--- src/rtl/cs_pkg.sv ---
package cs_pkg;
  parameter int NUM_CH      = 8;
  parameter int HI_W        = 10;
  parameter int LO_W        = 5;
  parameter int MEM_HI_BASE = 16;
  parameter int IO_HI_BASE  = 6;
  parameter int RD_W        = 16;

  localparam int MEM_LO_BASE = MEM_HI_BASE - LO_W;
  localparam int IO_LO_BASE  = IO_HI_BASE - LO_W;
  localparam int ADDR_W      = MEM_HI_BASE + HI_W;
  localparam int CH_W        = $clog2(NUM_CH);
  localparam int REG_ADDR_W  = CH_W + 2;
  localparam int WR_W        = HI_W;
  localparam int UPPER_CH    = NUM_CH - 1;

  typedef enum logic [1:0] {
    KIND_START_HI = 2'd0,
    KIND_START_LO = 2'd1,
    KIND_MASK_HI  = 2'd2,
    KIND_MASK_LO  = 2'd3
  } regKind_t;

  typedef struct packed {
    logic [NUM_CH-1:0] startHiWr;
    logic [NUM_CH-1:0] startLoWr;
    logic [NUM_CH-1:0] maskHiWr;
    logic [NUM_CH-1:0] maskLoWr;
    logic [CH_W-1:0]   rdChan;
    regKind_t          rdKind;
  } regStrobe_t;
endpackage

--- src/rtl/cs_ctrl.sv ---
module cs_ctrl
  import cs_pkg::*;
(
  input  logic                  regWr,
  input  logic [REG_ADDR_W-1:0] regAddr,
  output regStrobe_t            strobe
);
  logic [CH_W-1:0] chanSel;
  regKind_t        kindSel;

  assign chanSel = regAddr[REG_ADDR_W-1:2];
  assign kindSel = regKind_t'(regAddr[1:0]);

  always_comb begin
    strobe = '0;
    strobe.rdChan = chanSel;
    strobe.rdKind = kindSel;
    if (regWr) begin
      unique case (kindSel)
        KIND_START_HI: strobe.startHiWr[chanSel] = 1'b1;
        KIND_START_LO: strobe.startLoWr[chanSel] = 1'b1;
        KIND_MASK_HI:  strobe.maskHiWr[chanSel]  = 1'b1;
        KIND_MASK_LO:  strobe.maskLoWr[chanSel]  = 1'b1;
      endcase
    end
  end
endmodule

--- src/rtl/cs_datapath.sv ---
module cs_datapath
  import cs_pkg::*;
(
  input  logic              clk,
  input  logic              rstN,
  input  regStrobe_t        strobe,
  input  logic [WR_W-1:0]   regWrData,
  output logic [RD_W-1:0]   regRdData,
  input  logic              busValid,
  input  logic              busIsMem,
  input  logic              busSmm,
  input  logic [ADDR_W-1:1] busAddr,
  output logic [NUM_CH-1:0] csN
);
  logic [HI_W-1:0] startHi  [NUM_CH];
  logic [LO_W-1:0] startLo  [NUM_CH];
  logic            startMem [NUM_CH];
  logic            startSmm [NUM_CH];
  logic [HI_W-1:0] maskHi   [NUM_CH];
  logic [LO_W-1:0] maskLo   [NUM_CH];
  logic            chEn     [NUM_CH];
  logic            smmMask  [NUM_CH];

  logic [NUM_CH-1:0] hit;
  logic [NUM_CH-1:0] grant;
  logic [HI_W-1:0]   cmpHi;
  logic [LO_W-1:0]   cmpLo;

  // Address slices are chosen once and shared by all channels.
  assign cmpHi = busIsMem ? busAddr[MEM_HI_BASE +: HI_W] : busAddr[IO_HI_BASE +: HI_W];
  assign cmpLo = busIsMem ? busAddr[MEM_LO_BASE +: LO_W] : busAddr[IO_LO_BASE +: LO_W];

  for (genvar i = 0; i < NUM_CH; i++) begin : gCh
    localparam bit IS_UPPER = (i == UPPER_CH);
    always_ff @(posedge clk or negedge rstN) begin
      if (!rstN) begin
        startHi[i]  <= '0;
        startLo[i]  <= '0;
        startSmm[i] <= 1'b0;
        startMem[i] <= IS_UPPER;
        maskHi[i]   <= IS_UPPER ? '1 : '0;
        maskLo[i]   <= IS_UPPER ? '1 : '0;
        smmMask[i]  <= IS_UPPER;
        chEn[i]     <= IS_UPPER;
      end else begin
        if (strobe.startHiWr[i]) startHi[i] <= regWrData[HI_W-1:0];
        if (strobe.startLoWr[i]) begin
          startMem[i] <= regWrData[0];
          startLo[i]  <= regWrData[LO_W:1];
          startSmm[i] <= regWrData[LO_W+1];
        end
        if (strobe.maskHiWr[i]) maskHi[i] <= regWrData[HI_W-1:0];
        if (strobe.maskLoWr[i]) begin
          chEn[i]    <= regWrData[0];
          maskLo[i]  <= regWrData[LO_W:1];
          smmMask[i] <= regWrData[LO_W+1];
        end
      end
    end

    assign hit[i] = chEn[i]
                  && (startMem[i] == busIsMem)
                  && (((cmpHi ^ startHi[i]) & ~maskHi[i]) == '0)
                  && (((cmpLo ^ startLo[i]) & ~maskLo[i]) == '0)
                  && (smmMask[i] || (busSmm == startSmm[i]));
  end

  // Fixed priority: the lowest channel number wins.
  always_comb begin
    grant = '0;
    for (int i = NUM_CH - 1; i >= 0; i--) begin
      if (hit[i]) grant = NUM_CH'(1) << i;
    end
  end

  always_ff @(posedge clk or negedge rstN) begin
    if (!rstN)         csN <= '1;
    else if (busValid) csN <= ~grant;
    else               csN <= '1;
  end

  always_comb begin
    regRdData = '0;
    unique case (strobe.rdKind)
      KIND_START_HI: regRdData[HI_W-1:0] = startHi[strobe.rdChan];
      KIND_START_LO: regRdData[LO_W+1:0] = {startSmm[strobe.rdChan],
                                            startLo[strobe.rdChan],
                                            startMem[strobe.rdChan]};
      KIND_MASK_HI:  regRdData[HI_W-1:0] = maskHi[strobe.rdChan];
      KIND_MASK_LO:  regRdData[LO_W+1:0] = {smmMask[strobe.rdChan],
                                            maskLo[strobe.rdChan],
                                            chEn[strobe.rdChan]};
    endcase
  end
endmodule

--- src/rtl/cs_decoder.sv ---
module cs_decoder
  import cs_pkg::*;
(
  input  logic                  clk,
  input  logic                  rstN,
  input  logic                  regWr,
  input  logic [REG_ADDR_W-1:0] regAddr,
  input  logic [WR_W-1:0]       regWrData,
  output logic [RD_W-1:0]       regRdData,
  input  logic                  busValid,
  input  logic                  busIsMem,
  input  logic                  busSmm,
  input  logic [ADDR_W-1:1]     busAddr,
  output logic [NUM_CH-1:0]     csN
);
  regStrobe_t strobe;

  cs_ctrl uCtrl (
    .regWr   (regWr),
    .regAddr (regAddr),
    .strobe  (strobe)
  );

  cs_datapath uData (
    .clk       (clk),
    .rstN      (rstN),
    .strobe    (strobe),
    .regWrData (regWrData),
    .regRdData (regRdData),
    .busValid  (busValid),
    .busIsMem  (busIsMem),
    .busSmm    (busSmm),
    .busAddr   (busAddr),
    .csN       (csN)
  );
endmodule

--- config.mk ---
export PLATFORM = sky130hd
export DESIGN_NAME = cs_decoder
export DESIGN_NICKNAME = d
export VERILOG_FILES = /design/src/rtl/cs_pkg.sv /design/src/rtl/cs_ctrl.sv /design/src/rtl/cs_datapath.sv /design/src/rtl/cs_decoder.sv
export SDC_FILE = /design/constraint.sdc
export NUM_CORES = 1
export LEC_CHECK = 0
export ABC_AREA = 1
export BUFFER_PORTS_ARGS = -buffer_cell sky130_fd_sc_hd__buf_2
export CORE_MARGIN = 2
export CORE_UTILIZATION = 55
export CTS_CLUSTER_SIZE = 14
export DETAILED_ROUTE_END_ITERATION = 6
export MAX_ROUTING_LAYER = met4
export PLACE_DENSITY = 0.84
export SKIP_LAST_GASP = 1
export SLEW_MARGIN = 40
export SYNTH_ARGS = -nofsm -noshare
export SYNTH_HDL_FRONTEND = slang
export SYNTH_HIERARCHICAL = 1
export SYNTH_SLANG_ARGS = --single-unit
--- constraint.sdc ---
create_clock -name clk -period 2 [get_ports clk]
set_input_delay 0.4 -clock clk [delete_from_list [all_inputs] [get_ports clk]]
set_output_delay 0.4 -clock clk [all_outputs]
set_load 0.01 [all_outputs]
# [Word-level counts from Yosys, hierarchy flattened]
# Index checks and enable logic that the tools add are counted.
[totals] regBits=280 inputBits=46
[classes] n_lt_le_gt_ge=3 eq_ne=19 muxes=44 bitwise=50 n_reduce_logical=58
[ops] op="$mux W8" n=13
[ops] op="$and A10 B10 Y10" n=8
[ops] op="$logic_not A10 Y1" n=8
[ops] op="$not A10 Y10" n=8
[ops] op="$xor A10 B10 Y10" n=8
[ops] op="$bmux W10 S3" n=2
[ops] op="$mux W10" n=5
[ops] op="$and A5 B5 Y5" n=8
[ops] op="$logic_not A5 Y1" n=8
[ops] op="$not A5 Y5" n=8
[ops] op="$xor A5 B5 Y5" n=8
[ops] op="$logic_and A1 B1 Y1" n=33
[ops] op="$mux W32" n=1
[ops] op="$bmux W5 S3" n=2
[ops] op="$pmux W7 S4" n=1
[ops] op="$mux W5" n=5
[ops] op="$eq A1 B1 Y1" n=16
[ops] op="$bmux W1 S3" n=4
[ops] op="$mux W1" n=9
[ops] op="$logic_or A1 B1 Y1" n=8
[ops] op="$not A8 Y8" n=1
[ops] op="$pmux W3 S2" n=1
[ops] op="$eq A2 B2 Y1 const B" n=2
[ops] op="$ge A4 B4 Y1 const B" n=1
[ops] op="6 further kinds" n=6

# [Depth between registers and ports, before layout]
[depth] word_depth=17 ltp_mapped=15

# [Hierarchy]
# Netlist, hierarchy kept.
[modules_own_cells] mod="cs_datapath" n_inst=1 cells_each=2311 area_per_inst_um2=16123.0 seq_area_each_um2=7039.3
[modules_own_cells] mod="cs_ctrl" n_inst=1 cells_each=55 area_per_inst_um2=237.7 seq_area_each_um2=0.0

# [Worst setup path before layout]
# No wires, ideal clock.
[synth_timing] path_type="in2out" startpoint="input port regAddr[3]" endpoint="output port regRdData[4]" arrival_ps=1614 setup_slack_ps=-14 cell_stages=10 cell_sequence="buf_4 clkbuf_1 inv_2 buf_2 buf_1 a21oi_1 o21ai_0 nand3_1 nand3_1 o2111ai_1"
[synth_via] elab_chain_cells=5
[synth_rtl] item="from (decl)" line="cs_decoder.sv:7" rtl="input logic [REG_ADDR_W-1:0] regAddr,"
[synth_rtl] item="$not A3 Y4 (not written as such) (*)"
[synth_rtl] item="$bmux W5 S3, or another cell as far along" line="cs_datapath.sv:91" rtl="maskLo[strobe.rdChan],"
[synth_rtl] item="$mux W5 (not written as such), or another cell as far along (2 in a row)" line="cs_datapath.sv:91"
[synth_rtl] item="$pmux W7 S4 (*)" line="cs_datapath.sv:84" rtl="unique case (strobe.rdKind)"
[synth_rtl] item="to (decl)" line="cs_decoder.sv:9" rtl="output logic [RD_W-1:0] regRdData,"
# Every way passes the cells marked *; elsewhere a longest branch is shown, timed or not. The select of a mux whose other input is x is not followed.

# [Worst setup path in the final report]
[layout_timing] startpoint="register uData/smmMask[1] in the netlist's numbering" endpoint="output port regRdData[6]"
[layout_via] elab_chain_cells=4
[layout_rtl] item="from (decl)" line="cs_datapath.sv:22" rtl="logic smmMask [NUM_CH];"
[layout_rtl] item="from (signal, indexed assignment)" line="cs_datapath.sv:56" rtl="smmMask[i] <= regWrData[LO_W+1];"
[layout_rtl] item="$bmux W1 S3" line="cs_datapath.sv:90" rtl="KIND_MASK_LO: regRdData[LO_W+1:0] = {smmMask[strobe.rdChan],"
[layout_rtl] item="$mux W1 (not written as such) (2 in a row)" line="cs_datapath.sv:90"
[layout_rtl] item="$pmux W7 S4" line="cs_datapath.sv:84"
# No other way between the ends. The select of a mux whose other input is x is not followed.

==> flow_metrics.py <==
metrics = {
    "run_status": {
        "status": "finished, violations left",
        "violations": "DRC, setup timing",
    },
    "hold_path": {
        "hold_path_class": "in -> reg",
        "hold_depth": 3,
    },
    "placement": {
        "dp_cells": 2873,
        "gp_congestion": 1.05,
        "dp_hpwl_um": 42800,
        "portBuffers": 63,
    },
    "pwr": {
        "power.density_nw_per_um2": 965,
        "peakVddDrop_v": 0.000626,
        "p_leak_nw": 9.84,
    },
    "clock_tree": {
        "cts_buffers": 31,
        "h-tree-depth": 1,
        "clockBufferDepth": 3,
        "cts_num_sinks": 280,
        "clk_pin_slew_ns": 0.06,
        "cts_tree": "built",
        "clockRootBuffer": "clkbuf_16",
        "worstSkewPairLatency_ns": 0.58,
    },
    "run": {
        "cap_viol_max_count": 0,
    },
    "yosys": {
        "syn-cell-area_um2": 16400,
        "synth.distinct_cells": 24,
        "synth.avg_cell_area_um2": 6.91,
        "seq_area_frac_synth_pct": 43.0,
        "syn_inst": 2366,
        "synth-warning-count": 6,
        "synth_seq_cells": 280,
    },
    "final_layout": {
        "drive_above_1_share_pct": 20.7,
        "fin_cells": 2982,
        "areaGrowthSynthToFinish_pct": 24.0,
        "fin_util_pct": 68.8,
        "nets": 2611,
    },
    "global_route": {
        "grt_first_pass_wirelength_um": 93900,
        "grt_max_degree": 55,
        "grt_usage_pct": 40.4,
        "gr-total-overflow": 0,
        "grt_pass1_vias": 17100,
        "antenna_found_initial": 2,
    },
    "routing": {
        "via_count": 18400,
        "drc": 4,
        "initialDrtViolationCount": 3216,
        "viasPerCell": 6.17,
        "drt_pass1_iterations": 7,
        "wl_um": 62000,
        "ant_nets": 0,
        "drt-wirelength-per-cell_um": 20.8,
    },
    "timing": {
        "min_period_ns": 2.28,
        "finalSetupViolations": 10,
        "finalCritPeriodShare_pct": 114,
        "fmax_mhz": 439,
        "final_hold_viol_count": 0,
        "rsz0062_at_grt": "true",
        "worst_slack_ns": -0.276,
        "worst_pin_slew_ns": 0.705,
        "max_slew_margin_pct": 53.0,
        "slew_viol_final": 0,
        "fin_worst_skew_ns": 0.0111,
    },
    "floorplan": {
        "io_pins": 70,
        "fp.coreArea_um2": 29500,
        "rows": 63,
        "dieArea_um2": 31100,
        "initial_core_util_pct": 55.5,
        "fp.dieH_um": 176,
        "die_w_um": 176,
    },
    "critical_path": {
        "arrival_ns": 1.88,
        "start_kind": "register",
        "worstPathMaxFanout": 3,
        "r2r_cells": 13,
        "critPathMaxStageDelay_ns": 0.36,
        "criticalPathCategory": "reg -> out",
        "crit_chain": "inv_1 > a21oi_1 > o21ai_1 > nand3_1 > nand3_2 > o2111ai_2 > buf_2",
        "worstSetupEndpointType": "primary output",
        "cp.required_ns": 1.60,
        "cp_slowest_cell": "dfrtp_1",
    },
}
layer usage:
layer | vias to the layer above | track usage (%) | share of wire (%)
met5 | - | - | 0
li1 | 8081 | - | -
met1 | 8371 | 50.7 | 35
met2 | 1554 | 58.1 | 43
met4 | 0 | 27.0 | 8.0
met3 | 383 | 9.47 | 14
where the power goes:
| group | total (mW) | internal [mW] | switching [mW] |
|---|---|---|---|
| logic | 5.61 | 2.03 | 3.58 |
| clock network | 6.13 | 3.63 | 2.49 |
| registers | 7.83 | 7.03 | 0.798 |
layout make-up:
cell class / instances / area, um^2
diodes: 2 / 5.00
clock buffers: 47 / 946
clock inverters: 11 / 143
fillers: 2276 / 9200
inverters: 344 / 1310
multi-input cells: 1601 / 7690
flip-flops and latches: 280 / 7040
well taps: 390 / 488
repair buffers: 307 / 2660
cells in the final DEF, fill, tap and decap left out, types with 7 or more instances in the layout:
master     netlist  layout
o21ai_0        400     345
clkbuf_8         0      11
nand2_2         26      28
clkbuf_16        0      32
buf_12           1      24
buf_4           13     212
buf_6            4       7
dfstp_2         26      26
inv_1          340     287
a21oi_1        138     115
inv_2            2      54
nand2_1        502     500
nor2_1          93      89
mux2_2           8       8
o21ai_1          0      53
nand3_1        414     396
nand3_2          0      16
dfrtp_1        254     254
buf_2            6      55
a21oi_2          0      23
metrics by stage:
step	setup slack [ns]	setup TNS, ns	total power [mW]	hold WS [ns]	instance area [um^2]
3_3_place_gp	-0.302	-3.62	12.4	0.365	18300
5_1_grt	-0.334	-2.25	20.4	0.175	20300
6_report	-0.276	-1.79	19.6	0.203	20300
3_5_place_dp	-0.297	-4.06	12.6	0.365	18300
2_1_floorplan	0.00191	0	10.7	0.104	16400
4_1_cts	-0.222	-1.41	19.0	0.163	19900
kinds of logic after synthesis:
logic type / share of synthesized area, %
muxes: 0.551
and+or+nand+nor: 27.7
AOI/OAI and AO/OA: 16.8
DFF: 43.0
buffers and inverters: 11.9
other: 0.0229
flip-flops by register name, indices dropped and copies added, names as in the netlist:
register / cells
uData/chEn: 8
uData/maskHi: 80
uData/startLo: 40
uData/csN: 8
uData/startMem: 8
uData/startHi: 80
uData/smmMask: 8
uData/maskLo: 40
uData/startSmm: 8
synthesized netlist by cell type:
library cell	instances	area share, %
nor2_2	1	0.038
nor2_1	93	2.1
buf_12	1	0.12
dfrtp_1	254	39
inv_1	340	7.8
nand2_1	502	12
inv_6	1	0.054
nand4_1	3	0.11
buf_4	13	0.60
a21oi_1	138	4.2
conb_1	1	0.023
clkbuf_1	114	2.6
buf_6	4	0.28
mux2_2	8	0.55
nand2_2	26	0.99
inv_2	2	0.046
o2111ai_1	7	0.37
o21ai_0	400	12
nand3_1	414	13
buf_2	6	0.18
nand2_4	3	0.21
clkinv_1	1	0.023
dfstp_2	26	4.2
buf_1	8	0.18
repair_timing:
item,CTS,global route
gates cloned,4,1
setup endpoints to repair,10,10
hold endpoints to repair,39,0
pin swaps,41,49
setup buffers,19,25
gates resized for setup,113,74
hold buffers,1,0
critical path, delay by kind of cell (launching register included):
kind | cells | cell delay (ns)
buf+inv | 2 | 0.29
simple gates | 2 | 0.27
flops | 1 | 0.36
compound gates | 3 | 0.37
worst paths after layout:
| kind | endpoint | startpoint | slack, ns |
|---|---|---|---|
| hold / removal | uData/maskHi[8]$_DFFE_PN1P_ | regWrData[8] | 0.20 |
| max in group asynchronous | uData/maskHi[8]$_DFFE_PN1P_ | rstN | 0.93 |
| hold reg to reg | uData/maskHi[0]$_DFFE_PN1P_ | uData/maskHi[0]$_DFFE_PN1P_ | 0.50 |
| min in group asynchronous | uData/startMem[3]$_DFFE_PN0P_ | rstN | 0.33 |
| setup / recovery | regRdData[6] | uData/smmMask[1]$_DFFE_PN0P_ | -0.28 |
| setup reg to reg | uData/csN[2]$_DFF_PN1_ | uData/startSmm[7]$_DFFE_PN0P_ | 0.22 |
Note: power is estimated with default switching activity, not from simulation.
